--- src/rtl/rxsf_pkg.sv ---
package rxsf_pkg;
    localparam int STAT_W   = 24;
    localparam int NUM_PINS = 3;
    localparam int BIT_IF0  = 0;
    localparam int BIT_IF1  = 1;
    localparam int BIT_IF2  = 2;
    localparam int BIT_RFS  = 6;
    localparam int BIT_ROE  = 7;
    localparam logic [STAT_W-1:0] LIVE_MASK =
        STAT_W'((1 << BIT_IF0) | (1 << BIT_IF1) | (1 << BIT_IF2) |
                (1 << BIT_RFS) | (1 << BIT_ROE));

    typedef struct packed {
        logic fs_seen;
        logic rfs;
    } frame_state_t;
endpackage

--- src/rtl/rxsf_pin_sync.sv ---
module rxsf_pin_sync #(
    parameter int W      = 3,
    parameter int STAGES = 2
) (
    input  logic         clk,
    input  logic         rst_n,
    input  logic [W-1:0] async_in,
    output logic [W-1:0] sync_out
);
    logic [STAGES-1:0][W-1:0] chain_d, chain_q;

    always_comb begin
        chain_d[0] = async_in;
        for (int s = 1; s < STAGES; s++) begin
            chain_d[s] = chain_q[s-1];
        end
    end

    always_ff @(posedge clk or negedge rst_n) begin
        if (!rst_n) chain_q <= '0;
        else        chain_q <= chain_d;
    end

    assign sync_out = chain_q[STAGES-1];
endmodule

--- src/rtl/rxsf_capture.sv ---
module rxsf_capture #(
    parameter int NPIN = 3
) (
    input  logic            clk,
    input  logic            rst_n,
    input  logic            clr,
    input  logic            frame_sync,
    input  logic            bit_strobe,
    input  logic            xfer,
    input  logic [NPIN-1:0] pins_s,
    output logic [NPIN-1:0] flags_raw
);
    typedef struct packed {
        logic            armed;
        logic [NPIN-1:0] held;
        logic [NPIN-1:0] shown;
    } cap_state_t;

    cap_state_t st_d, st_q;

    always_comb begin
        st_d = st_q;
        // a frame sync arms the capture; the first later strobe takes the pins
        if (frame_sync) begin
            st_d.armed = 1'b1;
        end else if (bit_strobe && st_q.armed) begin
            st_d.held  = pins_s;
            st_d.armed = 1'b0;
        end
        // visible copy moves only with the data register transfer
        if (xfer) begin
            st_d.shown = st_q.held;
        end
        if (clr) begin
            st_d = '0;
        end
    end

    always_ff @(posedge clk or negedge rst_n) begin
        if (!rst_n) st_q <= '0;
        else        st_q <= st_d;
    end

    assign flags_raw = st_q.shown;
endmodule

--- src/rtl/rxsf_frame_flag.sv ---
module rxsf_frame_flag
    import rxsf_pkg::*;
(
    input  logic clk,
    input  logic rst_n,
    input  logic clr,
    input  logic frame_sync,
    input  logic xfer,
    output logic rfs_raw
);
    frame_state_t fr_d, fr_q;

    always_comb begin
        fr_d = fr_q;
        if (xfer) begin
            // a sync arriving with the transfer belongs to the next word
            fr_d.rfs     = fr_q.fs_seen;
            fr_d.fs_seen = frame_sync;
        end else if (frame_sync) begin
            fr_d.fs_seen = 1'b1;
        end
        if (clr) begin
            fr_d = '0;
        end
    end

    always_ff @(posedge clk or negedge rst_n) begin
        if (!rst_n) fr_q <= '0;
        else        fr_q <= fr_d;
    end

    assign rfs_raw = fr_q.rfs;
endmodule

--- src/rtl/rxsf_overrun.sv ---
module rxsf_overrun #(
    parameter int NUM_RX = 4
) (
    input  logic              clk,
    input  logic              rst_n,
    input  logic              clr,
    input  logic              xfer,
    input  logic              rdf,
    input  logic [NUM_RX-1:0] rx_en,
    input  logic              stat_rd,
    input  logic [NUM_RX-1:0] data_rd,
    output logic              ovr
);
    typedef struct packed {
        logic              ovr;
        logic              armed;
        logic [NUM_RX-1:0] pend;
    } ovr_state_t;

    ovr_state_t ov_d, ov_q;
    logic              set_evt;
    logic              arm_evt;
    logic [NUM_RX-1:0] pend_left;

    assign set_evt   = xfer && rdf && (|rx_en);
    assign arm_evt   = stat_rd && ov_q.ovr;
    assign pend_left = ov_q.pend & ~data_rd;

    always_comb begin
        ov_d = ov_q;
        // progress of an armed sequence: each data read retires one receiver
        if (ov_q.armed) begin
            ov_d.pend = pend_left;
            if (pend_left == '0) begin
                ov_d.ovr   = 1'b0;
                ov_d.armed = 1'b0;
            end
        end
        // qualifying status read (re)arms the mask from the enabled receivers
        if (arm_evt) begin
            ov_d.armed = 1'b1;
            ov_d.pend  = rx_en;
            if (rx_en == '0) begin
                ov_d.ovr   = 1'b0;
                ov_d.armed = 1'b0;
            end
        end
        // a new overrun wins over any clear and restarts the pending mask
        if (set_evt) begin
            ov_d.ovr = 1'b1;
            if (ov_q.armed || arm_evt) begin
                ov_d.armed = 1'b1;
                ov_d.pend  = rx_en;
            end
        end
        if (clr) begin
            ov_d = '0;
        end
    end

    always_ff @(posedge clk or negedge rst_n) begin
        if (!rst_n) ov_q <= '0;
        else        ov_q <= ov_d;
    end

    assign ovr = ov_q.ovr;
endmodule

--- src/rtl/rx_status_flags.sv ---
module rx_status_flags
    import rxsf_pkg::*;
#(
    parameter int NUM_RX      = 4,
    parameter int SYNC_STAGES = 2
) (
    input  logic              clk,
    input  logic              rst_n,
    input  logic              sync_clr,
    input  logic              syn_mode,
    input  logic              net_mode,
    input  logic              clk_pin_is_out,
    input  logic              fs_pin_is_out,
    input  logic              hck_pin_is_out,
    input  logic              fs_alt_en,
    input  logic              pin_clk,
    input  logic              pin_fs,
    input  logic              pin_hck,
    input  logic              frame_sync,
    input  logic              bit_strobe,
    input  logic              xfer,
    input  logic              rdf,
    input  logic [NUM_RX-1:0] rx_en,
    input  logic              exc_ie,
    input  logic              stat_rd,
    input  logic [NUM_RX-1:0] data_rd,
    output logic [STAT_W-1:0] status,
    output logic              ovr_irq
);
    logic [NUM_PINS-1:0] pins_s;
    logic [NUM_PINS-1:0] flags_raw;
    logic [NUM_PINS-1:0] pin_en;
    logic                rfs_raw;
    logic                ovr;

    rxsf_pin_sync #(.W(NUM_PINS), .STAGES(SYNC_STAGES)) u_sync (
        .clk      (clk),
        .rst_n    (rst_n),
        .async_in ({pin_hck, pin_fs, pin_clk}),
        .sync_out (pins_s)
    );

    rxsf_capture #(.NPIN(NUM_PINS)) u_cap (
        .clk        (clk),
        .rst_n      (rst_n),
        .clr        (sync_clr),
        .frame_sync (frame_sync),
        .bit_strobe (bit_strobe),
        .xfer       (xfer),
        .pins_s     (pins_s),
        .flags_raw  (flags_raw)
    );

    rxsf_frame_flag u_frame (
        .clk        (clk),
        .rst_n      (rst_n),
        .clr        (sync_clr),
        .frame_sync (frame_sync),
        .xfer       (xfer),
        .rfs_raw    (rfs_raw)
    );

    rxsf_overrun #(.NUM_RX(NUM_RX)) u_ovr (
        .clk     (clk),
        .rst_n   (rst_n),
        .clr     (sync_clr),
        .xfer    (xfer),
        .rdf     (rdf),
        .rx_en   (rx_en),
        .stat_rd (stat_rd),
        .data_rd (data_rd),
        .ovr     (ovr)
    );

    // a pin reports only when it is an input and the port runs synchronously
    assign pin_en[BIT_IF0] = syn_mode && !clk_pin_is_out;
    assign pin_en[BIT_IF1] = syn_mode && !fs_pin_is_out && !fs_alt_en;
    assign pin_en[BIT_IF2] = syn_mode && !hck_pin_is_out;

    always_comb begin
        status = '0;
        for (int i = 0; i < NUM_PINS; i++) begin
            status[BIT_IF0 + i] = flags_raw[i] && pin_en[i];
        end
        status[BIT_RFS] = (|rx_en) && (net_mode ? rfs_raw : 1'b1);
        status[BIT_ROE] = ovr;
    end

    assign ovr_irq = ovr && exc_ie;
endmodule

--- config.mk ---
export PLATFORM = sky130hd
export DESIGN_NAME = rx_status_flags
export DESIGN_NICKNAME = d
export VERILOG_FILES = /design/src/rtl/rxsf_pkg.sv /design/src/rtl/rxsf_pin_sync.sv /design/src/rtl/rxsf_capture.sv /design/src/rtl/rxsf_frame_flag.sv /design/src/rtl/rxsf_overrun.sv /design/src/rtl/rx_status_flags.sv
export SDC_FILE = /design/constraint.sdc
export NUM_CORES = 1
export LEC_CHECK = 0
export BUFFER_PORTS_ARGS = -buffer_cell sky130_fd_sc_hd__buf_2
export CAP_MARGIN = 10
export CORE_MARGIN = 4
export CORE_UTILIZATION = 45
export CTS_CLUSTER_DIAMETER = 100
export DETAILED_ROUTE_END_ITERATION = 8
export GPL_TIMING_DRIVEN = 0
export PLACE_DENSITY = 0.88
export SLEW_MARGIN = 20
export SYNTH_ARGS = -nofsm -noshare
export SYNTH_HDL_FRONTEND = slang
export SYNTH_SLANG_ARGS = --single-unit
--- constraint.sdc ---
create_clock -name clk -period 1.5 [get_ports clk]
set_input_delay 0.075 -clock clk [delete_from_list [all_inputs] [get_ports clk]]
set_output_delay 0.075 -clock clk [all_outputs]
set_load 0.02 [all_outputs]
# After elaboration in Yosys (flattened, before gate mapping)
# Cells that the tools add are included.
dict set report op_classes {
  n_bitwise 2
  eq_ne 1
  n_mux 17
  reduce_logical 26
}
# op n
set ops {}
lappend ops {{6-bit two-way mux} 4}
lappend ops {{1-bit logical AND} 13}
lappend ops {{4-bit zero test} 2}
lappend ops {{7-bit two-way mux} 1}
lappend ops {{2-bit two-way mux} 3}
lappend ops {{3-bit two-way mux} 2}
lappend ops {{3-bit nonzero test} 2}
lappend ops {{1-bit two-way mux} 5}
lappend ops {{5-bit two-way mux} 1}
lappend ops {{4-bit bitwise AND} 1}
lappend ops {{1-bit zero test} 4}
lappend ops {{4-bit two-way mux} 1}
lappend ops {{4-bit inverter} 1}
lappend ops {{2-bit nonzero test} 2}
lappend ops {{4-bit OR reduction} 1}
lappend ops {{2-bit != test, second input constant} 1}
lappend ops {{2-bit AND reduction} 1}
lappend ops {{1-bit logical OR} 1}
dict set report word_totals {
  output_inout_bits 25
  inputBits 26
  elab_cells 56
  ff_bits 21
}

# Longest topological paths before layout
dict set report logic_depth {
  depth_word 10
  depth_mapped 5
  ltp_nobuf 4
}

# By module
# Synthesis repeated with hierarchy kept, for this count alone.
dict set report hier_totals {
  hier_cells 107
  hier_area_um2 1117.3
}
# mod cells_per_inst seq_area_each_um2 instances area_per_inst_um2
set modules_own_cells {}
lappend modules_own_cells {rxsf_capture 31 175.2 1 345.3}
lappend modules_own_cells {rxsf_overrun 35 150.1 1 334.1}
lappend modules_own_cells {rx_status_flags 28 0.0 1 205.2}
lappend modules_own_cells {rxsf_pin_sync 6 150.1 1 150.1}
lappend modules_own_cells {rxsf_frame_flag 7 50.0 1 82.6}

# Worst setup path after synthesis
# Ideal clock, no wire load.
dict set report synth_path {
  path_kind {input-to-reg}
  from {input port rx_en[1]}
  to {register u_ovr.ov_q[0] (netlist bit)}
  path_buffers 0
  arrival_time_ps 1061
  setup_slack_ps 372
  setup_time_ps 67
  required_time_ps 1433
  cell_stages 4
  path_cell_list {nor4_2 > nor2_2 > a221oi_2 > a32o_1}
}
# element line
set synth_lines {}
lappend synth_lines {{start: declaration} rx_status_flags.sv:23} ;# input logic [NUM_RX-1:0] rx_en,
lappend synth_lines {{end signal: assignment} rxsf_overrun.sv:63} ;# else ov_q <= ov_d;
lappend synth_lines {{end: declaration} rxsf_overrun.sv:20} ;# ovr_state_t ov_d, ov_q;

==> impl_metrics.yaml <==
layout:
  diodes: 0
  final_util: 0.626
  nets: 186
  fill_cells: 201
  layout-drive-gt1-share: 0.358
  area_growth_pct: 32.9
global_routing:
  grt_max_degree: 22
  overflow: 0
  track_usage: 0.137
  grt_pass1_vias: 789
  use_met3: 0.0418
  grt.busiest_layer: "met2"
  grt_util_met2: 0.227
  grtUsageMet1: 0.154
  antenna_found_initial: 0
  grt_first_pass_wirelength_um: 3390
worst_setup_path:
  r2r_slack_ns: 0.12
  slowest_delay_ns: 0.35
  crit_path_end_kind: "flop"
  crit_family: "compound AO/OA/AOI/OAI gates"
  arrival_ns: 1.63
  crit_chain: "clkbuf_1 > nand3_1 > a21oi_1 > a32o_1"
  crit_required_ns: 1.75
  rr_worst_depth: 4
  reg2reg_from: "u_ovr.ov_q[4]$_DFF_PN0_"
  crit_type: "reg2reg"
  worstPathMaxFanout: 8
  crit_slowest_cell: "dfrtp_1"
  cp.buffers_inverters: 1
  regToRegEndpoint: "u_ovr.ov_q[2]$_DFF_PN0_"
  start_kind: "flop"
detailed_routing:
  vias: 829
  avgViaCountPerCell: 4.43
  drt_iter0_drc: 21
  wl_um: 2030
  post_drt_wl_per_cell_um: 10.9
  ant_nets: 0
  drc: 0
  drtPass1Iterations: 5
sta:
  finalClockSkew_ns: 0.00236
  grt_setup_unrepaired: "no"
  whs_ns: 0.0158
  slew_headroom: 0.661
  slew_viol_final: 0
  finalHoldViolations: 0
  fin_crit_sh: 0.919
  finalSetupViolCount: 0
  finalCriticalPeriod_ns: 1.38
  worstMarginPinSlew_ns: 0.504
  fmax_ghz: 0.725
synthesis:
  synth_edf_count: 0
  yosysWarnings: 0
  synth_area_sq_um: 1040
  synth.top_cell.area_share: 0.505
  synth_xor_area_frac: 0
  synthMuxAreaShare: 0.0673
  synth-adder-area-share: 0
  synthTopCellsByArea: "dfrtp_1 50%, buf_4 14%, mux2i_1 6.7%, a32o_1 3.8%, nor2_1 3.6%"
  synth-compound-area-share: 0.105
  yosysMostFrequentCell: "dfrtp_1"
  ys_seq_area_frac: 0.505
  synth-simple-area-share: 0.143
  synth.distinct_cells: 22
  synth_ff_type: "dfrtp_1"
  async_flop_share: 1.00
  ys_ff_latch: 21
  avgSynthCellArea_sq_um: 10.3
  synth_top_family_by_area: "buffers and inverters"
  yosys-top-cells-count: "21 x dfrtp_1, 20 x buf_4, 10 x nor2_1"
  netlist.top_cell.by_area: "dfrtp_1"
  synthCells: 101
power_and_ir_drop:
  p_leak_nw: 0.752
  vdd_ir_drop_max_uv: 741
  power_density_nw_per_um2: 785
worst_hold_path:
  worstHoldStart: "rx_en[3]"
  hold_depth: 2
  min_to: "u_ovr.ov_q[3]$_DFF_PN0_"
  holdCritPathClass: "in2reg"
clock_tree:
  cts_buffers: 3
  clockRootBuffer: "clkbuf_4"
  htree_levels: 1
  clock_path_buffers: 2
  cts_tree: "done"
  post_cts_resized: 0
  clk_pin_slew_worst_paths_ns: 0.11
  clock-sinks: 21
  insertion_delay_ns: 0.30
floorplan:
  rows: 17
  start_util: 0.471
  ios: 51
  core-area_sq_um: 2210
  die_h_um: 56.1
  die_w_um: 56.1
  design.die.area_sq_um: 3150
placed_design:
  io_buffers: 30
  place_congestion: 0.712
flow_run:
  maxCapViolations: 0
status:
  status: "complete, no violations"
## power by group
group | leakage [nW] | switching, mW | total [mW] | internal, mW
clock | 0.0139 | 0.174 | 0.276 | 0.102
combinational | 0.464 | 0.116 | 0.212 | 0.0956
sequential | 0.274 | 0.0115 | 0.599 | 0.588
## flip-flops by register name, indices dropped and copies added, names as in the netlist
register,cells
u_cap.flags_raw,3
u_cap.st_q,4
u_frame.fr_q,1
u_frame.rfs_raw,1
u_ovr.ov_q,5
u_ovr.ovr,1
u_sync.chain_d,3
u_sync.sync_out,3
## worst max path at each step
stage | start | to | slack [ns] | cells past startpoint
after floorplan | rx_en[1] | u_ovr.ov_q[0]$_DFF_PN0_ | 0.37 | 4
after CTS | u_ovr.ov_q[4]$_DFF_PN0_ | u_ovr.ov_q[3]$_DFF_PN0_ | 0.14 | 4
after global placement | rx_en[1] | u_ovr.ov_q[1]$_DFF_PN0_ | 0.07 | 5
after detailed placement | rx_en[1] | u_ovr.ov_q[1]$_DFF_PN0_ | -0.009 | 5
final | u_ovr.ov_q[4]$_DFF_PN0_ | u_ovr.ov_q[2]$_DFF_PN0_ | 0.12 | 4
after global routing | u_ovr.ov_q[4]$_DFF_PN0_ | u_ovr.ov_q[2]$_DFF_PN0_ | 0.04 | 4
## stage by stage
| step | setup WS (ns) | TNS, ns | power, mW | cell area [sq um] | instances |
|---|---|---|---|---|---|
| after global placement | 0.0678 | 0 | 0.800 | 1290 | 177 |
| after floorplan | 0.372 | 0 | 0.742 | 1110 | 119 |
| after detailed placement | -0.00871 | -0.0136 | 0.809 | 1290 | 177 |
| after global routing | 0.0401 | 0 | 1.14 | 1380 | 187 |
| after CTS | 0.135 | 0 | 1.10 | 1380 | 187 |
| final | 0.121 | 0 | 1.09 | 1380 | 187 |
## final cells by class
class                           instances  area, sq um  area share
Timing Repair Buffer                   36          210       0.152
Clock buffer                            3         22.5      0.0163
Buffer                                 23          161       0.117
Multi-Input combinational cell         69          399       0.288
Tap cell                               28         35.0      0.0253
Clock inverter                          1         7.51     0.00542
Sequential cell                        21          526       0.380
Inverter                                6         22.5      0.0163
## cells by family (layout without fill, tap and decap cells)
group,Yosys count,after routing
compound gates,14,14
other cells,1,19
flops,21,21
simple gates,29,29
buf+inv,29,69
mux,7,7
## worst reg2reg max path, delay by kind of cell, from the launching register on
kind	cells	cell delay, ns
AOI/OAI and AO/OA	2	0.53
buffers and inverters	1	0.31
DFF	1	0.35
and+or+nand+nor	1	0.13
## routing by layer
| layer | part of all wire | up-vias |
|---|---|---|
| li1 | - | 414 |
| met1 | 0.38 | 373 |
| met2 | 0.50 | 38 |
| met3 | 0.11 | 4 |
| met4 | 0.011 | 0 |
| met5 | 0 | - |
## cells in the final DEF, fill, tap and decap left out, drive strengths merged, types with 2 or more instances in the layout
cell type / count
mux2i: 7
clkbuf: 6
inv: 6
o211ai: 2
a21oi: 6
conb: 19
a32o: 4
dlygate4sd3: 6
nand2: 8
buf: 50
dfrtp: 21
nand2b: 3
nor2: 11
## timing repair
action,CTS,global route
hold buffers,6,0
setup buffers,0,0
endpoints found under the hold margin,26,0
(Power assumes the default switching activity.)
